`src/rtl/ppm_mon_pkg.sv`:
```
package ppm_mon_pkg;
    typedef enum logic [1:0] {
        JUDGE_OFF  = 2'd0,
        JUDGE_GOOD = 2'd1,
        JUDGE_BAD  = 2'd2
    } judge_state_t;
endpackage

```
`src/rtl/ppm_edge_sync.sv`:
```
module ppm_edge_sync #(
    parameter int STAGES = 2
) (
    input  logic clk,
    input  logic rst_n,
    input  logic sig_i,
    output logic rise_o
);
    logic [STAGES:0] pipe;

    always_ff @(posedge clk) begin
        if (!rst_n) pipe <= '0;
        else        pipe <= {pipe[STAGES-1:0], sig_i};
    end

    assign rise_o = pipe[STAGES-1] & ~pipe[STAGES];
endmodule

```
`src/rtl/ppm_gate_counter.sv`:
```
module ppm_gate_counter #(
    parameter int GATE = 256,
    parameter int CW   = 12
) (
    input  logic          clk,
    input  logic          rst_n,
    input  logic          ref_tick,
    input  logic          mon_tick,
    output logic          meas_valid_o,
    output logic [CW-1:0] meas_count_o
);
    localparam int RW = $clog2(GATE + 1);

    logic [RW-1:0] ref_cnt;
    logic [CW-1:0] mon_cnt;
    logic [CW-1:0] mon_next;

    // Saturate rather than wrap on a runaway monitored clock
    always_comb begin
        mon_next = mon_cnt;
        if (mon_tick && (mon_cnt != '1)) mon_next = mon_cnt + 1'b1;
    end

    always_ff @(posedge clk) begin
        if (!rst_n) begin
            ref_cnt      <= '0;
            mon_cnt      <= '0;
            meas_valid_o <= 1'b0;
            meas_count_o <= '0;
        end else begin
            meas_valid_o <= 1'b0;
            if (ref_tick && (ref_cnt == RW'(GATE - 1))) begin
                meas_valid_o <= 1'b1;
                meas_count_o <= mon_next;
                mon_cnt      <= '0;
                ref_cnt      <= '0;
            end else begin
                if (ref_tick) ref_cnt <= ref_cnt + 1'b1;
                mon_cnt <= mon_next;
            end
        end
    end

    assert_gate_bound_R2: assert property (@(posedge clk) disable iff (!rst_n)
        ref_cnt < RW'(GATE));
    assert_valid_on_ref_R2: assert property (@(posedge clk) disable iff (!rst_n)
        meas_valid_o |-> $past(ref_tick));
endmodule

```
`src/rtl/ppm_judge.sv`:
```
module ppm_judge
    import ppm_mon_pkg::*;
#(
    parameter int CW = 12
) (
    input  logic          clk,
    input  logic          rst_n,
    input  logic          en,
    input  logic          meas_valid,
    input  logic [CW-1:0] meas_count,
    input  logic [CW-1:0] nominal,
    input  logic [CW-1:0] limit,
    input  logic [CW-1:0] release_lvl,
    output logic          flag_o
);
    judge_state_t state, state_nx;
    logic [CW-1:0] dev;

    always_comb begin
        dev = (meas_count >= nominal) ? (meas_count - nominal) : (nominal - meas_count);
    end

    always_comb begin
        state_nx = state;
        unique case (state)
            JUDGE_OFF:  if (en) state_nx = JUDGE_GOOD;
            JUDGE_GOOD: if (meas_valid && (dev > limit)) state_nx = JUDGE_BAD;
            JUDGE_BAD:  if (meas_valid && (dev <= release_lvl)) state_nx = JUDGE_GOOD;
            default:    state_nx = JUDGE_OFF;
        endcase
        if (!en) state_nx = JUDGE_OFF;
    end

    always_ff @(posedge clk) begin
        if (!rst_n) state <= JUDGE_OFF;
        else        state <= state_nx;
    end

    always_comb begin
        flag_o = (state == JUDGE_BAD);
    end

    assert_off_when_disabled_R6: assert property (@(posedge clk) disable iff (!rst_n)
        !en |=> !flag_o);
    assert_flag_only_at_gate_R9: assert property (@(posedge clk) disable iff (!rst_n)
        (en && $past(en) && !$past(meas_valid)) |-> $stable(flag_o));
    assert_set_on_excess_R3: assert property (@(posedge clk) disable iff (!rst_n)
        (en && meas_valid && (dev > limit)) |=> (flag_o || !$past(flag_o) && (state == JUDGE_BAD)));
    assert_release_R4: assert property (@(posedge clk) disable iff (!rst_n)
        (flag_o && en && meas_valid && (dev <= release_lvl)) |=> !flag_o);
endmodule

```
`src/rtl/ppm_oof_monitor.sv`:
```
module ppm_oof_monitor #(
    parameter int NUM_IN       = 4,
    parameter int GATE_REF     = 2_000_000,
    parameter int FAST_DIV     = 64,
    parameter int CNT_PER_STEP = 4,
    parameter int FAST_LIM     = 8,
    parameter int SYNC_STAGES  = 2
) (
    input  logic                         clk,
    input  logic                         rst_n,
    input  logic                         mon_clk,
    input  logic                         ref_xtal,
    input  logic [NUM_IN-1:0]            ref_in,
    input  logic [$clog2(NUM_IN+1)-1:0]  ref_sel,
    input  logic                         prec_en,
    input  logic                         fast_en,
    input  logic [7:0]                   win_code,
    input  logic [3:0]                   hyst_code,
    input  logic                         sticky_clr,
    output logic                         oof_live,
    output logic                         oof_sticky
);
    localparam int SW        = $clog2(NUM_IN + 1);
    localparam int FAST_GATE = GATE_REF / FAST_DIV;
    localparam int CW        = $clog2(GATE_REF * 8) + 1;

    logic          ref_raw;
    logic          ref_tick, mon_tick;
    logic          p_valid, f_valid;
    logic [CW-1:0] p_count, f_count;
    logic [CW-1:0] lim, hyst_cnt, rel;
    logic          p_flag, f_flag;

    always_comb begin
        ref_raw = ref_xtal;
        for (int k = 0; k < NUM_IN; k++) begin
            if (ref_sel == SW'(k + 1)) ref_raw = ref_in[k];
        end
    end

    ppm_edge_sync #(.STAGES(SYNC_STAGES)) u_ref_sync (
        .clk(clk), .rst_n(rst_n), .sig_i(ref_raw), .rise_o(ref_tick));
    ppm_edge_sync #(.STAGES(SYNC_STAGES)) u_mon_sync (
        .clk(clk), .rst_n(rst_n), .sig_i(mon_clk), .rise_o(mon_tick));

    ppm_gate_counter #(.GATE(GATE_REF), .CW(CW)) u_prec_cnt (
        .clk(clk), .rst_n(rst_n), .ref_tick(ref_tick), .mon_tick(mon_tick),
        .meas_valid_o(p_valid), .meas_count_o(p_count));
    ppm_gate_counter #(.GATE(FAST_GATE), .CW(CW)) u_fast_cnt (
        .clk(clk), .rst_n(rst_n), .ref_tick(ref_tick), .mon_tick(mon_tick),
        .meas_valid_o(f_valid), .meas_count_o(f_count));

    assign lim      = CW'(win_code)  * CW'(CNT_PER_STEP);
    assign hyst_cnt = CW'(hyst_code) * CW'(CNT_PER_STEP);
    assign rel      = (lim > hyst_cnt) ? (lim - hyst_cnt) : '0;

    ppm_judge #(.CW(CW)) u_prec_judge (
        .clk(clk), .rst_n(rst_n), .en(prec_en), .meas_valid(p_valid),
        .meas_count(p_count), .nominal(CW'(GATE_REF)), .limit(lim),
        .release_lvl(rel), .flag_o(p_flag));
    ppm_judge #(.CW(CW)) u_fast_judge (
        .clk(clk), .rst_n(rst_n), .en(fast_en), .meas_valid(f_valid),
        .meas_count(f_count), .nominal(CW'(FAST_GATE)), .limit(CW'(FAST_LIM)),
        .release_lvl(CW'(FAST_LIM)), .flag_o(f_flag));

    assign oof_live = p_flag | f_flag;

    always_ff @(posedge clk) begin
        if (!rst_n)          oof_sticky <= 1'b0;
        else if (oof_live)   oof_sticky <= 1'b1;
        else if (sticky_clr) oof_sticky <= 1'b0;
    end

    assert_sticky_set_R7: assert property (@(posedge clk) disable iff (!rst_n)
        oof_live |=> oof_sticky);
    assert_sticky_hold_R7: assert property (@(posedge clk) disable iff (!rst_n)
        (oof_sticky && !sticky_clr) |=> oof_sticky);
    assert_both_off_R6: assert property (@(posedge clk) disable iff (!rst_n)
        (!prec_en && !fast_en) |=> !oof_live);
    assert_reset_quiet_R8: assert property (@(posedge clk)
        !rst_n |=> (!oof_live && !oof_sticky));
endmodule

```
`config.mk`:
```
export PLATFORM = sky130hd
export DESIGN_NAME = ppm_oof_monitor
export DESIGN_NICKNAME = d
export VERILOG_FILES = /design/src/rtl/ppm_mon_pkg.sv /design/src/rtl/ppm_edge_sync.sv /design/src/rtl/ppm_gate_counter.sv /design/src/rtl/ppm_judge.sv /design/src/rtl/ppm_oof_monitor.sv
export SDC_FILE = /design/constraint.sdc
export NUM_CORES = 1
export LEC_CHECK = 0
export BUFFER_PORTS_ARGS = -buffer_cell sky130_fd_sc_hd__buf_2
export CORE_MARGIN = 1
export CORE_UTILIZATION = 50
export DETAILED_ROUTE_END_ITERATION = 10
export GPL_ROUTABILITY_DRIVEN = 0
export PLACE_DENSITY = 0.64
export SETUP_SLACK_MARGIN = 0.4
export SLEW_MARGIN = 30
export SYNTH_ARGS = -nofsm -noshare
export SYNTH_HDL_FRONTEND = slang
export SYNTH_SLANG_ARGS = --single-unit
```
`constraint.sdc`:
```
create_clock -name clk -period 9.3 [get_ports clk]
set_clock_uncertainty 0.2 [all_clocks]
set_input_delay 1.395 -clock clk [delete_from_list [all_inputs] [get_ports clk]]
set_output_delay 1.395 -clock clk [all_outputs]
set_load 0.05 [all_outputs]
```
== Word level (Yosys, flattened, before mapping) ==
Index checks and enable logic that the tools add are counted.
Storage, ports and cells
  bits of input ports: 26
  register bits after elaboration: 149
Cells by class
  eq/ne operators: 16
  multiplexer cells: 19
  add/subtract/negate cells: 9
  magnitude comparators: 7
  reduce and logical (&&, ||, !) cells: 17
  bitwise operators: 6
Operator list (count)
  $mux W25: 5
  $add A25 B1 Y25 const B: 2
  $ne A25 B25 Y1 const B: 2
  $ge A25 B15 Y1 const B: 1
  $ge A25 B21 Y1 const B: 1
  $gt A25 B10 Y1: 1
  $gt A25 B4 Y1 const B: 1
  $le A25 B25 Y1: 1
  $le A25 B4 Y1 const B: 1
  $sub A15 B25 Y25 const A: 1
  $sub A21 B25 Y25 const A: 1
  $sub A25 B15 Y25 const B: 1
  $sub A25 B21 Y25 const B: 1
  $add A21 B1 Y21 const B: 1
  $eq A21 B21 Y1 const B: 1
  $add A15 B1 Y15 const B: 1
  $eq A15 B15 Y1 const B: 1
  $pmux W2 S3: 2
  $sub A10 B6 Y11: 1
  $gt A10 B6 Y1: 1
  $logic_and A1 B1 Y1: 8
  $mux W1: 8
  $mux W2: 4
  $ne A2 B1 Y1 const B: 4
  12 further kinds: 23

== Depth between registers and ports, before layout ==
  depth in word-level cells: 6
  mapped depth: 20
  gate-level depth less buffers: 19

== By module ==
Synthesis repeated with hierarchy kept, for this count alone.
Second synthesis, totals
  cell total of the unflattened synthesis: 1904
  area total of the unflattened synthesis: 14540.2 um^2
Modules (own cells, without submodules)
  ppm_judge (u_prec_judge): area an instance 4043.9 um^2, times used 1, cells each 596
  ppm_judge (u_fast_judge): area an instance 3938.8 um^2, times used 1, cells each 568
  ppm_gate_counter (u_prec_cnt): area an instance 3118.0 um^2, times used 1, cells each 349
  ppm_gate_counter (u_fast_cnt): area an instance 2847.7 um^2, times used 1, cells each 320
  ppm_oof_monitor: area an instance 406.6 um^2, times used 1, cells each 57
  ppm_edge_sync: area an instance 92.6 um^2, times used 2, cells each 7

== Worst setup path before layout ==
OpenSTA, ideal clock, no wires.
  path kind: input-to-reg
  from: in win_code[0]
  to: reg u_prec_judge.state[1]
  buffers on the path: 0
  stages on the path: 19
  library setup time: 0.116 ns
  data arrival time: 4.391 ns
  data required time: 8.984 ns
  path slack: 4.593 ns
  cell sequence: inv_1 ha_1 inv_1 fa_1 a21o_1 a21oi_1 nand2_1 nor3_1 inv_1 ha_1 a21o_1 a21o_1 a21o_1 a21oi_1 o221ai_1 nand2_1 a31o_2 a211oi_1 a31o_1
Between the ends
  word-level cells in the longest chain between the ends: 6
RTL lines
  start, declared: line ppm_oof_monitor.sv:17  | input logic [7:0] win_code,
  $sub A10 B6 Y11 / $gt A10 B6 Y1 (equally long branches): line ppm_oof_monitor.sv:55  | assign rel = (lim > hyst_cnt) ? (lim - hyst_cnt) : '0;
  $mux W25: line ppm_oof_monitor.sv:55
  $le A25 B25 Y1: line ppm_judge.sv:28  | JUDGE_BAD: if (meas_valid && (dev <= release_lvl)) state_nx = JUDGE_GOOD;
  $logic_and A1 B1 Y1: line ppm_judge.sv:28
  $ne A2 B1 Y1 (no source line)
  $reduce_and A2 Y1 (no source line) *
  end signal, assigned: line ppm_judge.sv:36  | else state <= state_nx;
  end, declared: line ppm_judge.sv:16  | judge_state_t state, state_nx;
Every way passes the cells marked *; elsewhere a longest branch is shown, timed or not.
A chain may end at the register's enable or synchronous reset.

== Final worst setup path ==
  from: reg u_prec_cnt.meas_count_o[11]
  to: reg u_prec_judge.state[1]
Between the ends
  word-level cells in the longest chain between the ends: 6
RTL lines
  start, declared: line ppm_gate_counter.sv:10  | output logic [CW-1:0] meas_count_o
  start signal, assigned: line ppm_gate_counter.sv:34  | meas_count_o <= mon_next;
  $sub A21 B25 Y25, or another cell as far along: line ppm_judge.sv:20  | dev = (meas_count >= nominal) ? (meas_count - nominal) : (nominal - meas_count);
  $mux W25 *: line ppm_judge.sv:20
  $gt A25 B10 Y1 / $le A25 B25 Y1 (equally long branches): line ppm_judge.sv:27, ppm_judge.sv:28
  $logic_and A1 B1 Y1 (on tied branches): line ppm_judge.sv:27, ppm_judge.sv:28
  $ne A2 B1 Y1 (no source line)
  $reduce_and A2 Y1 (no source line) *
Marked as above.

==> impl_metrics.yaml <==
run_status:
  status: "complete, no violations"
final_layout:
  syn_to_final_growth_pct: 9.24
  drive_gt1_share_pct: 8.55
  antenna_cells: 0
  fin_cells: 1387
  nNetsFinal: 1218
sta:
  min_period_ns: 4.93
  maxSlewViolCount: 0
  fmax_mhz: 203
  setup_tns_ns: 0
  worstMarginPinSlew_ns: 0.871
  setup_viol_count_final: 0
  hold_viol: 0
  rsz0062_at_grt: "false"
  slew_headroom_pct: 41.9
  fin_crit_sh_pct: 53.0
logic_synthesis:
  synth.cell_area_sq_um: 9170
  synth_fa_ha_area_share_pct: 6.50
  yosysWarnings: 0
  syn_inst: 1149
  yosysSeqAreaShare_pct: 32.5
  synth_async_sr_flop_share_pct: 0
  ys_ff_latch: 149
  synth_edf_count: 0
  synth_top_family_by_area: "simple AND/OR/NAND/NOR gates"
  synth_area_leader_cell: "dfxtp_1"
  synth_area_per_cell_sq_um: 7.98
  syn_nets: 1222
  ys_top_cells_by_area: "dfxtp_1, nor2_1, ha_1"
  synth_simple_gate_area_share_pct: 26.4
  synth_top_flop_cell: "dfxtp_1"
  synth_cell_types: 78
  synth_xor_area_share_pct: 9.36
  synth-compound-area-share_pct: 19.4
  synth_top_area_share_pct: 32.5
  synthMuxAreaShare_pct: 1.02
routing:
  drc_errors: 0
  firstDrtPassIters: 5
  via_count: 8193
  drt.antenna.violating_nets: 0
  totalWireLength_um: 21600
  post_drt_wl_per_cell_um: 15.6
  viasPerCell: 5.91
  drt_iter0_drc: 621
critical_path:
  worst_setup_path_end_kind: "flop"
  crit_chain: "or4_4, a221o_1, and2_1, nor2_1, o31ai_1, xnor2_1, ha_1, nand4_1, nor3b_1, nand4_1, a211oi_1, o2111a_1, nor4b_2, nand2_1, a31o_1"
  required_ns: 9.42
  cp-start-kind: "flop"
  critPathKind: "reg -> reg"
  cp.arrival_ns: 5.05
  slowest_stage: "nor2_1"
  slowest_delay_ns: 0.65
  crit_fanout: 13
  crit_path_frequent_cell: "nand4_1"
power_and_ir_drop:
  p_per_area_nw_per_um2: 138
  leakagePower_uw: 0.00373
  ir_drop_mv: 0.130
job:
  maxCapViolations: 0
worst_hold_path:
  hold_path.class: "reg -> reg"
die:
  dieArea_sq_um: 18900
  initial_utilization_pct: 51.0
  rows: 49
  ioPinCount: 28
  core_region_area_sq_um: 18000
  die_w_um: 137
  dieHeight_um: 137
place:
  dpl.cell_count: 1355
  dp_hpwl_um: 15700
  port_buffers: 27
cts:
  cts.sink_count: 149
  cts_buffer_depth: 2
  cts.clk_slew.worst_paths_ns: 0.07
  clock-root-buffer: "clkbuf_16"
  clock_latency_ns: 0.42
  cts_made_buffers: 17
  cts_resized: 0
  cts_hold_buf: 0
  htreeDepth: 4
  cts_tree: "done"
  cts_setup_buffers: 0
global_route:
  grt_max_degree: 46
  grt_pass1_vias: 7280
  grt_overflow: 0
  grt.total_usage_pct: 24.0
  grt_pass1_wl_um: 36200
  antenna_found_initial: 0
## worst paths after layout
| kind | endpoint | slack [ns] | start | depth (start not counted) |
|---|---|---|---|---|
| hold / removal | u_mon_sync.pipe[1] | 0.23 | u_mon_sync.pipe[0] | 1 |
| setup / recovery | u_prec_judge.state[1] | 4.37 | u_prec_cnt.meas_count_o[11] | 15 |
| hold reg to reg | u_mon_sync.pipe[1] | 0.23 | u_mon_sync.pipe[0] | 1 |
| setup reg to reg | u_prec_judge.state[1] | 4.37 | u_prec_cnt.meas_count_o[11] | 15 |
## power by group
| part | internal, uW | total, uW | leakage (uW) | switching (uW) |
|---|---|---|---|---|
| Sequential | 642 | 644 | 0.00120 | 2.80 |
| Clock | 385 | 677 | 0.000284 | 293 |
| Combinational | 23.0 | 57.4 | 0.00224 | 34.4 |
| Total | 1050 | 1380 | 0.00373 | 330 |
## stage by stage
stage | instance area, sq um | power, uW | hold WS [ns] | setup WS, ns | utilization [%]
5_1_grt | 10000 | 1430 | 0.252 | 3.99 | 55.7
4_1_cts | 10000 | 1400 | 0.234 | 4.42 | 55.7
6_report | 10000 | 1380 | 0.233 | 4.37 | 55.7
3_5_place_dp | 9430 | 716 | 0.220 | 4.12 | 52.5
2_1_floorplan | 9170 | 698 | 0.212 | 4.59 | -
3_3_place_gp | 9420 | 715 | 0.216 | 4.20 | 52.5
## layer usage
| metal | track usage, % | part of all wire [%] | up-vias |
|---|---|---|---|
| li1 | - | - | 4163 |
| met1 | 34.3 | 50 | 3800 |
| met2 | 36.3 | 44 | 211 |
| met3 | 5.08 | 5.3 | 19 |
| met4 | 6.11 | 0.97 | 0 |
| met5 | 0 | 0 | - |
## cell usage after synthesis, types with 41 or more instances
cell	n
nor2_1	182
dfxtp_1	149
nand2_1	67
clkbuf_1	54
a211oi_1	52
xnor2_1	52
inv_1	48
a21oi_1	47
ha_1	46
xor2_1	46
nand3_1	41
## cell type report
class                      instances  area (sq um)
tap                              229           287
clock inverter                    14           141
sequential                       149          2980
clock buffer                      18           439
fill                            1743          7950
inverter                          48           180
timing repair buffer              38           218
multi-input combinational        891          5770
## registers in the layout, summed over array words and instances (netlist names)
register,count
u_prec_judge.state,2
u_prec_cnt.mon_cnt,25
u_prec_cnt.meas_valid_o,1
u_mon_sync.pipe,3
u_prec_cnt.meas_count_o,25
oof_sticky,1
u_fast_cnt.meas_count_o,25
u_ref_sync.pipe,3
u_fast_judge.state,2
u_fast_cnt.ref_cnt,15
u_prec_cnt.ref_cnt,21
u_fast_cnt.meas_valid_o,1
u_fast_cnt.mon_cnt,25
## layout by cell type, fill, tap and decap left out, types with 41 or more instances in the layout
master and count:
ha_1 46, a211oi_1 52, inv_1 48, nand2_1 67
nand3_1 41, xnor2_1 52, dfxtp_1 149, nor2_1 182
xor2_1 46, a21oi_1 47
## kinds of logic (layout without fill, tap and decap cells)
kind of cell	Yosys count	count (layout)
multiplexers	8	8
AO/OA/AOI/OAI	255	255
XOR/XNOR	98	98
adder cells (fa/ha/maj)	47	47
AND/OR/NAND/NOR	483	483
buffers and inverters	109	118
flip-flops	149	149
## critical path: cells and delay by family (launching register included)
kind,cells,cell delay [ns]
flip-flops,1,0.42
XOR/XNOR,1,0.21
AND/OR/NAND/NOR,8,2.37
adder cells (fa/ha/maj),1,0.33
AO/OA/AOI/OAI,5,1.28
Power figures use the tool's default switching activity.
